$ cat src/rtl/pin_route_pkg.sv
package pin_route_pkg;
    localparam int PIRQ_W  = 3;
    localparam int PIN_W   = 2;
    localparam int WORD_W  = 16;
    localparam int FIELD_W = 4;
    typedef logic [PIRQ_W-1:0] pirq_t;
    typedef logic [PIN_W-1:0]  pin_t;
    typedef logic [WORD_W-1:0] route_word_t;
endpackage

$ cat src/rtl/pin_route_regs.sv
module pin_route_regs #(
    parameter int ADDR_W     = 8,
    parameter int WIN_BYTES  = 16,
    parameter int DATA_BYTES = 4,
    parameter int NREG       = 7,
    parameter int BRIDGE_IDX = 5,
    parameter logic [15:0] ROUTE_RST = 16'h3210,
    localparam int WIN_AW = $clog2(WIN_BYTES),
    localparam int LEN_W  = $clog2(DATA_BYTES + 1),
    localparam int DATA_W = 8 * DATA_BYTES
) (
    input  logic                 clk,
    input  logic                 rst_n,
    input  logic                 wr_en,
    input  logic [ADDR_W-1:0]    acc_addr,
    input  logic [LEN_W-1:0]     acc_len,
    input  logic [DATA_W-1:0]    wr_data,
    output logic [DATA_W-1:0]    rd_data,
    output logic                 route_changed,
    output logic [NREG*16-1:0]   route_flat
);
    logic [WIN_AW-1:0]      base;
    logic [LEN_W-1:0]       len_c;
    logic [WIN_AW:0]        lane_idx [DATA_BYTES];
    logic [DATA_BYTES-1:0]  lane_on;
    logic [8*WIN_BYTES-1:0] mem_flat;
    logic                   unused_addr_hi;

    assign base           = acc_addr[WIN_AW-1:0];
    assign unused_addr_hi = ^acc_addr;

    always_comb begin
        len_c = (acc_len > LEN_W'(DATA_BYTES)) ? LEN_W'(DATA_BYTES) : acc_len;
        for (int i = 0; i < DATA_BYTES; i++) begin
            lane_idx[i] = {1'b0, base} + (WIN_AW+1)'(i);
            lane_on[i]  = (LEN_W'(i) < len_c) && !lane_idx[i][WIN_AW];
        end
    end

    for (genvar b = 0; b < WIN_BYTES; b++) begin : g_byte
        localparam bit IS_WR = (b < 2*NREG) && ((b/2) != BRIDGE_IDX);
        if (IS_WR) begin : g_wr
            logic [7:0] q;
            always_ff @(posedge clk or negedge rst_n) begin
                if (!rst_n) begin
                    q <= ROUTE_RST[8*(b%2) +: 8];
                end else if (wr_en) begin
                    for (int i = 0; i < DATA_BYTES; i++) begin
                        if (lane_on[i] && lane_idx[i][WIN_AW-1:0] == WIN_AW'(b))
                            q <= wr_data[8*i +: 8];
                    end
                end
            end
            assign mem_flat[8*b +: 8] = q;
        end else begin : g_ro
            assign mem_flat[8*b +: 8] = 8'h00;
        end
    end

    always_comb begin
        for (int i = 0; i < DATA_BYTES; i++)
            rd_data[8*i +: 8] = lane_on[i] ?
                mem_flat[{lane_idx[i][WIN_AW-1:0], 3'b000} +: 8] : 8'h00;
    end

    always_ff @(posedge clk or negedge rst_n) begin
        if (!rst_n) route_changed <= 1'b0;
        else        route_changed <= wr_en;
    end

    assign route_flat = mem_flat[NREG*16-1:0];

    AST_CHG_PULSE: assert property (@(posedge clk) disable iff (!rst_n)
        wr_en |=> route_changed);
    AST_CHG_QUIET: assert property (@(posedge clk) disable iff (!rst_n)
        !wr_en |=> !route_changed);
    AST_HOLD_IDLE: assert property (@(posedge clk) disable iff (!rst_n)
        !wr_en |=> $stable(route_flat));
endmodule

$ cat src/rtl/pin_route_lookup.sv
module pin_route_lookup
    import pin_route_pkg::*;
#(
    parameter int SLOT_W     = 5,
    parameter int SLOT_BASE  = 25,
    parameter int NREG       = 7,
    parameter int BRIDGE_IDX = 5
) (
    input  logic               clk,
    input  logic               rst_n,
    input  logic [NREG*16-1:0] route_flat,
    input  logic [SLOT_W-1:0]  lk_slot,
    input  pin_t               lk_pin,
    output pirq_t              lk_pirq
);
    route_word_t sel_word;
    logic        in_range;
    logic        is_bridge;
    pirq_t       pirq_nxt;

    always_comb begin
        sel_word  = '0;
        in_range  = 1'b0;
        is_bridge = 1'b0;
        for (int k = 0; k < NREG; k++) begin
            if (lk_slot == SLOT_W'(SLOT_BASE + k)) begin
                in_range  = 1'b1;
                is_bridge = (k == BRIDGE_IDX);
                sel_word  = route_flat[16*k +: 16];
            end
        end
        if (is_bridge)
            pirq_nxt = {1'b1, lk_pin};
        else if (in_range)
            pirq_nxt = sel_word[int'(lk_pin)*FIELD_W +: PIRQ_W];
        else
            pirq_nxt = {1'b1, lk_slot[1:0] + lk_pin};
    end

    always_ff @(posedge clk or negedge rst_n) begin
        if (!rst_n) lk_pirq <= '0;
        else        lk_pirq <= pirq_nxt;
    end

    AST_DFLT_UPPER: assert property (@(posedge clk) disable iff (!rst_n)
        !in_range |=> lk_pirq[2]);
    AST_BRIDGE_FIXED: assert property (@(posedge clk) disable iff (!rst_n)
        is_bridge |=> lk_pirq == {1'b1, $past(lk_pin)});
endmodule

$ cat src/rtl/pin_route_mapper.sv
module pin_route_mapper
    import pin_route_pkg::*;
#(
    parameter int ADDR_W      = 8,
    parameter int WIN_BYTES   = 16,
    parameter int DATA_BYTES  = 4,
    parameter int SLOT_W      = 5,
    parameter int SLOT_BASE   = 25,
    parameter int NREG        = 7,
    parameter int BRIDGE_SLOT = 30,
    parameter logic [15:0] ROUTE_RST = 16'h3210,
    localparam int BRIDGE_IDX = BRIDGE_SLOT - SLOT_BASE,
    localparam int LEN_W      = $clog2(DATA_BYTES + 1),
    localparam int DATA_W     = 8 * DATA_BYTES
) (
    input  logic              clk,
    input  logic              rst_n,
    input  logic              wr_en,
    input  logic [ADDR_W-1:0] acc_addr,
    input  logic [LEN_W-1:0]  acc_len,
    input  logic [DATA_W-1:0] wr_data,
    output logic [DATA_W-1:0] rd_data,
    output logic              route_changed,
    input  logic [SLOT_W-1:0] lk_slot,
    input  logic [PIN_W-1:0]  lk_pin,
    output logic [PIRQ_W-1:0] lk_pirq
);
    logic [NREG*16-1:0] route_flat;

    pin_route_regs #(
        .ADDR_W(ADDR_W), .WIN_BYTES(WIN_BYTES), .DATA_BYTES(DATA_BYTES),
        .NREG(NREG), .BRIDGE_IDX(BRIDGE_IDX), .ROUTE_RST(ROUTE_RST)
    ) u_regs (
        .clk(clk), .rst_n(rst_n), .wr_en(wr_en), .acc_addr(acc_addr),
        .acc_len(acc_len), .wr_data(wr_data), .rd_data(rd_data),
        .route_changed(route_changed), .route_flat(route_flat)
    );

    pin_route_lookup #(
        .SLOT_W(SLOT_W), .SLOT_BASE(SLOT_BASE), .NREG(NREG),
        .BRIDGE_IDX(BRIDGE_IDX)
    ) u_lookup (
        .clk(clk), .rst_n(rst_n), .route_flat(route_flat),
        .lk_slot(lk_slot), .lk_pin(lk_pin), .lk_pirq(lk_pirq)
    );
endmodule

$ cat config.mk
export PLATFORM = sky130hd
export DESIGN_NAME = pin_route_mapper
export DESIGN_NICKNAME = d
export VERILOG_FILES = /design/src/rtl/pin_route_pkg.sv /design/src/rtl/pin_route_regs.sv /design/src/rtl/pin_route_lookup.sv /design/src/rtl/pin_route_mapper.sv
export SDC_FILE = /design/constraint.sdc
export NUM_CORES = 1
export LEC_CHECK = 0
export CAP_MARGIN = 0
export CORE_MARGIN = 2
export CORE_UTILIZATION = 33
export CTS_CLUSTER_SIZE = 24
export DETAILED_ROUTE_END_ITERATION = 7
export PLACE_DENSITY = 0.56
export SYNTH_ARGS = -nofsm -noshare
export SYNTH_HDL_FRONTEND = slang
export SYNTH_HIERARCHICAL = 1
export SYNTH_SLANG_ARGS = --single-unit
$ cat constraint.sdc
create_clock -name clk -period 4.5 [get_ports clk]
set_clock_uncertainty 0.05 [all_clocks]
set_input_delay 0.9 -clock clk [delete_from_list [all_inputs] [get_ports clk]]
set_output_delay 0.9 -clock clk [all_outputs]
set_load 0.005 [all_outputs]
==> qor.csv, run 1 <==
metric,value,unit
antenna_cells,0,
grt_max_degree,88,
grt_pass1_vias,12794,
antenna_found_initial,0,
finalSetupViolCount,0,
ir_drop,0.186,mV
drt_first_iter_violations,2261,
ant_nets,0,
power_leakage,4.72,nW
syn_area,12500,um2
layout_setup_ws,0.0651,ns
synth_warnings,6,
areaGrowthSynthToFinish,14.2,%
utilization,0.380,
grt_usage,0.294,
path_clk_slew,0.07,ns
drive_above_1_share,0.205,
critPathCaptureType,output port,
power_density,369,nW/um2
dpl_worst_slack,-0.0685,ns
cts.sinks,100,
relSlewSlack,0.224,
start_kind,input pin,
core,37400,um2
fp.dieW,198,um
syn_inst,1446,
num_vias,13811,
cts_tree,built,
start_util,0.333,
cp.required,3.55,ns
cp_data_arrival_time,3.48,ns
htree_num_levels,3,
outcome,finished clean,
io_buffers,84,
gp_congestion,0.974,
wl_per_cell,29.8,um
cts_root_buf,clkbuf_16,
grt_first_pass_wirelength,85.4,mm
tns,0,ns
hold_class,reg -> reg,
die_h,198,um
crit_fanout,25,
grt_setup_unrepaired,false,
hold_violations,0,
num_rows,71,
grt.overflow.total,0,
fmax,225,MHz
slew_violations,0,
hpwl,42.4,mm
max_cap_viol_count,0,
layout_min_cycle_time,4.43,ns
firstDrtPassIters,8,
post-route-period-util,0.986,
clock_path_buffers,2,
fp.dieArea,39300,um2
cts_buffers,9,
io_pins,89,
drcViolationCount,0,
crit_type,in -> out,
drt_wl_total,58.6,mm
syn_avg_cell_area,8.61,um2
clkLatencyLatePin,0.38,ns
hold_buffers,0,
vias_per_cell,7.04,
worstMarginPinSlew,1.16,ns
final_nets,1509,
worst paths after layout:
kind	depth (start not counted)	endpoint	slack (ns)	start
setup / recovery	10	rd_data[15]	0.07	acc_addr[1]
hold / removal	1	u_regs/g_byte[5].g_wr.q[1]	0.52	u_regs/g_byte[5].g_wr.q[1]
setup reg to reg	6	u_lookup/lk_pirq[1]	2.41	u_regs/g_byte[4].g_wr.q[1]
hold reg to reg	1	u_regs/g_byte[5].g_wr.q[1]	0.52	u_regs/g_byte[5].g_wr.q[1]
max in group asynchronous	2	u_regs/g_byte[7].g_wr.q[1]	2.91	rst_n
min in group asynchronous	1	u_regs/g_byte[8].g_wr.q[7]	0.53	rst_n
metrics by stage:
stage | instances | area, um2 | hold slack [ns] | total power, mW
after CTS | 1961 | 14100 | 0.514 | 5.12
after floorplan | 1453 | 12500 | 0.464 | 3.20
final | 1963 | 14200 | 0.519 | 5.25
after detailed placement | 1945 | 13800 | 0.502 | 4.32
after global placement | 1945 | 13800 | 0.495 | 4.27
after global routing | 1963 | 14200 | 0.529 | 5.43
registers in the layout, indices dropped and copies added (netlist names):
name                  cells
u_lookup/lk_pirq          3
u_regs/g_byte.g_wr.q     96
u_regs/route_changed      1
repair_timing:
action | in CTS | in global routing
pin swaps | 1 | 2
hold endpoints to repair | 0 | 0
setup buffers | 0 | 1
resized for setup | 1 | 14
endpoints found under the setup margin | 3 | 10
gates cloned | 0 | 1
where the power goes:
group	total, mW	switching [mW]	internal, mW
Sequential	2.08	0.806	1.27
Clock	0.811	0.424	0.387
Combinational	2.36	1.10	1.27
metal layers:
| layer | track usage | vias up | routed length, um |
|---|---|---|---|
| met2 | 0.448 | 1072 | 25600 |
| met5 | 0 | - | 45 |
| li1 | - | 5788 | - |
| met1 | 0.402 | 6766 | 23100 |
| met3 | 0.0632 | 183 | 7130 |
| met4 | 0.124 | 2 | 2630 |
area by class of cell:
cell class | count | area (um2)
repair buffers | 184 | 1710
fillers | 3769 | 23200
well taps | 511 | 639
inverters | 17 | 63.8
flip-flops and latches | 100 | 2530
clock buffers | 9 | 225
multi-input cells | 1135 | 9010
clock inverters | 7 | 57.6
critical path: stages:
cell and delay, ns:
clkdlybuf4s50_1 0.49, buf_4 0.13, ha_2 0.22, xor2_4 0.17, buf_12 0.22, mux4_2 0.34
mux2i_1 0.18, o21ai_0 0.15, and2_1 0.22, clkdlybuf4s50_1 0.45
layout by cell type (no fill, tap or decap), types with 52 or more instances in the layout:
master,count
mux4_2,96
buf_4,91
a31oi_1,70
a21oi_1,91
o21ai_0,170
clkdlybuf4s50_1,79
dfrtp_1,76
nor2_1,113
nand3_1,54
nand2_1,52
o32a_1,94
Power figures use the tool's default switching activity.
==> inputs of run 2 (changes only) <==
==> constraint.sdc (replaced) <==
create_clock -name clk -period 4.4 [get_ports clk]
set_clock_uncertainty 0.05 [all_clocks]
set_input_delay 0.88 -clock clk [delete_from_list [all_inputs] [get_ports clk]]
set_output_delay 0.88 -clock clk [all_outputs]
set_load 0.005 [all_outputs]
==> run 2 against run 1 <==
The flow now finishes with violations (design-rule violations); worst setup slack better by 0.077 ns; count of clock-buffer cells in the layout is the same; clock power up 11%; non-clock buffer count rose by 12; largest cell class unchanged; largest power group unchanged; highest routed layer is now met4.
==> qor.csv, run 2 (synthesis gave the netlist of run 1 again) <==
metric,value,unit
rrSetupSlack,2.26,ns
whs_path_depth,1,
hold_end,u_regs/g_byte[5].g_wr.q[5],
reg_top3,"u_regs/g_byte.g_wr.q: 96 flops, u_lookup/lk_pirq: 3 flops, u_regs/route_changed: 1 flops",
outcome,finished with violations,
clock_path_buffers,2,
power.switching,2.40,mW
max_cap_viol_count,0,
top_register,u_regs/g_byte.g_wr.q,
grt_setup_unrepaired,false,
grt_first_pass_wirelength,86.1,mm
path_cells,"dlygate4sd2_1, clkinv_2, ha_2, xnor2_4, buf_4, buf_12, mux4_2, mux2i_1, a211oi_1, buf_4, clkdlybuf4s50_1",
io_pins,89,
num_vias,13941,
crit_top_cell,buf_4,
hold_violations,0,
critPathCaptureType,output port,
seqPwrFrac,0.392,
tns,0,ns
layout_setup_ws,0.143,ns
layout_min_cycle_time,4.26,ns
p_sw_frac,0.438,
cp_data_arrival_time,3.33,ns
post-route-period-util,0.968,
drcViolationCount,6,
worst-r2r-cell-count,6,
slew_violations,0,
drive_above_1_share,0.208,
crit_type,in -> out,
die_h,198,um
cts.sinks,100,
htree_num_levels,3,
grt_usage,0.297,
p_int,3.07,mW
cp.required,3.47,ns
drt_first_iter_violations,2153,
fp.dieW,198,um
worstMarginPinSlew,1.13,ns
gp_congestion,0.979,
ir_drop,0.217,mV
core,37400,um2
fin_cells,1975,
power_leakage,4.82,nW
io_buffers,84,
clkPwrFrac,0.165,
start_kind,input pin,
antenna_cells,0,
grt_max_degree,88,
start_util,0.333,
final_common_cell,o21ai_0,
critPathMaxStageDelay,0.53,ns
largest_reg_flops,96,
hpwl,42.8,mm
hp-start,u_regs/g_byte[5].g_wr.q[5],
crit-reg2reg-launch,u_regs/g_byte[4].g_wr.q[1],
drt_wl_total,59.0,mm
power_density,381,nW/um2
design_area,14400,um2
violations,design-rule violations,
fmax,235,MHz
grt.overflow.total,0,
firstDrtPassIters,8,
r2r_end,u_lookup/lk_pirq[1],
ant_nets,0,
vias_per_cell,7.06,
hold_class,reg -> reg,
detailed_place.area,13900,um2
num_rows,71,
multi_input_area,8980,um2
fp.dieArea,39300,um2
areaGrowthSynthToFinish,15.4,%
crit_fanout,7,
final_nets,1521,
dp_cells,1955,
utilization,0.384,
hold_slack,0.522,ns
antenna_found_initial,0,
nFillCells,3804,
cts_tree,built,
grt_pass1_vias,12809,
power,5.47,mW
cts_root_buf,clkbuf_16,
mostFrequentLayoutCells,"171 x o21ai_0, 114 x nor2_1, 101 x buf_4",
wl_per_cell,29.9,um
power_frac_comb,0.444,
finalSetupViolCount,0,
path_clk_slew,0.07,ns
critical-path-slowest-cell,clkdlybuf4s50_1,
seq_area,2530,um2
dpl_worst_slack,-0.153,ns
clkLatencyLatePin,0.37,ns
relSlewSlack,0.239,
cts_buffers,9,
run 2: layer usage:
metal / GRT usage / part of all wire
met3: 0.0717 / 0.13
met5: 0 / 0
met1: 0.406 / 0.39
met4: 0.120 / 0.044
met2: 0.448 / 0.43
run 2: power groups by stage:
| stage | clock (mW) | combinational, mW | sequential [mW] |
|---|---|---|---|
| after global routing | 0.944 | 2.56 | 2.15 |
| after CTS | 0.907 | 2.38 | 2.09 |
| after global placement | 0 | 2.31 | 2.08 |
| after detailed placement | 0 | 2.33 | 2.11 |
| after floorplan | 0 | 1.66 | 1.62 |
| final | 0.901 | 2.43 | 2.15 |
run 2: what timing repair did:
action                                 in CTS  in global routing
buffers inserted                            2                  0
endpoints found under the hold margin       0                  0
setup endpoints to repair                   4                  0
hold buffers                                0                  0
resized for setup                          10                  0
run 2: critical path: cells and delay by family:
kind / cells / cell delay (ns)
compound gates: 1 / 0.27
xor+xnor: 1 / 0.27
fa+ha+maj: 1 / 0.22
buf+inv: 6 / 1.42
mux: 2 / 0.27
run 2: worst max-delay path by stage:
stage,start,end,cells past startpoint
2_1_floorplan,acc_addr[1],rd_data[21],10
3_3_place_gp,acc_addr[1],rd_data[29],11
3_5_place_dp,acc_addr[1],rd_data[29],9
4_1_cts,acc_addr[1],rd_data[27],10
5_1_grt,acc_addr[1],rd_data[25],10
6_report,acc_addr[1],rd_data[31],11
run 2: final cells by class:
type | count | area share
Clock inverter | 7 | 0.00635
Tap cell | 511 | 0.0445
Timing Repair Buffer | 196 | 0.128
Inverter | 17 | 0.00453
Multi-Input combinational cell | 1135 | 0.625
Clock buffer | 9 | 0.0157
Sequential cell | 100 | 0.176
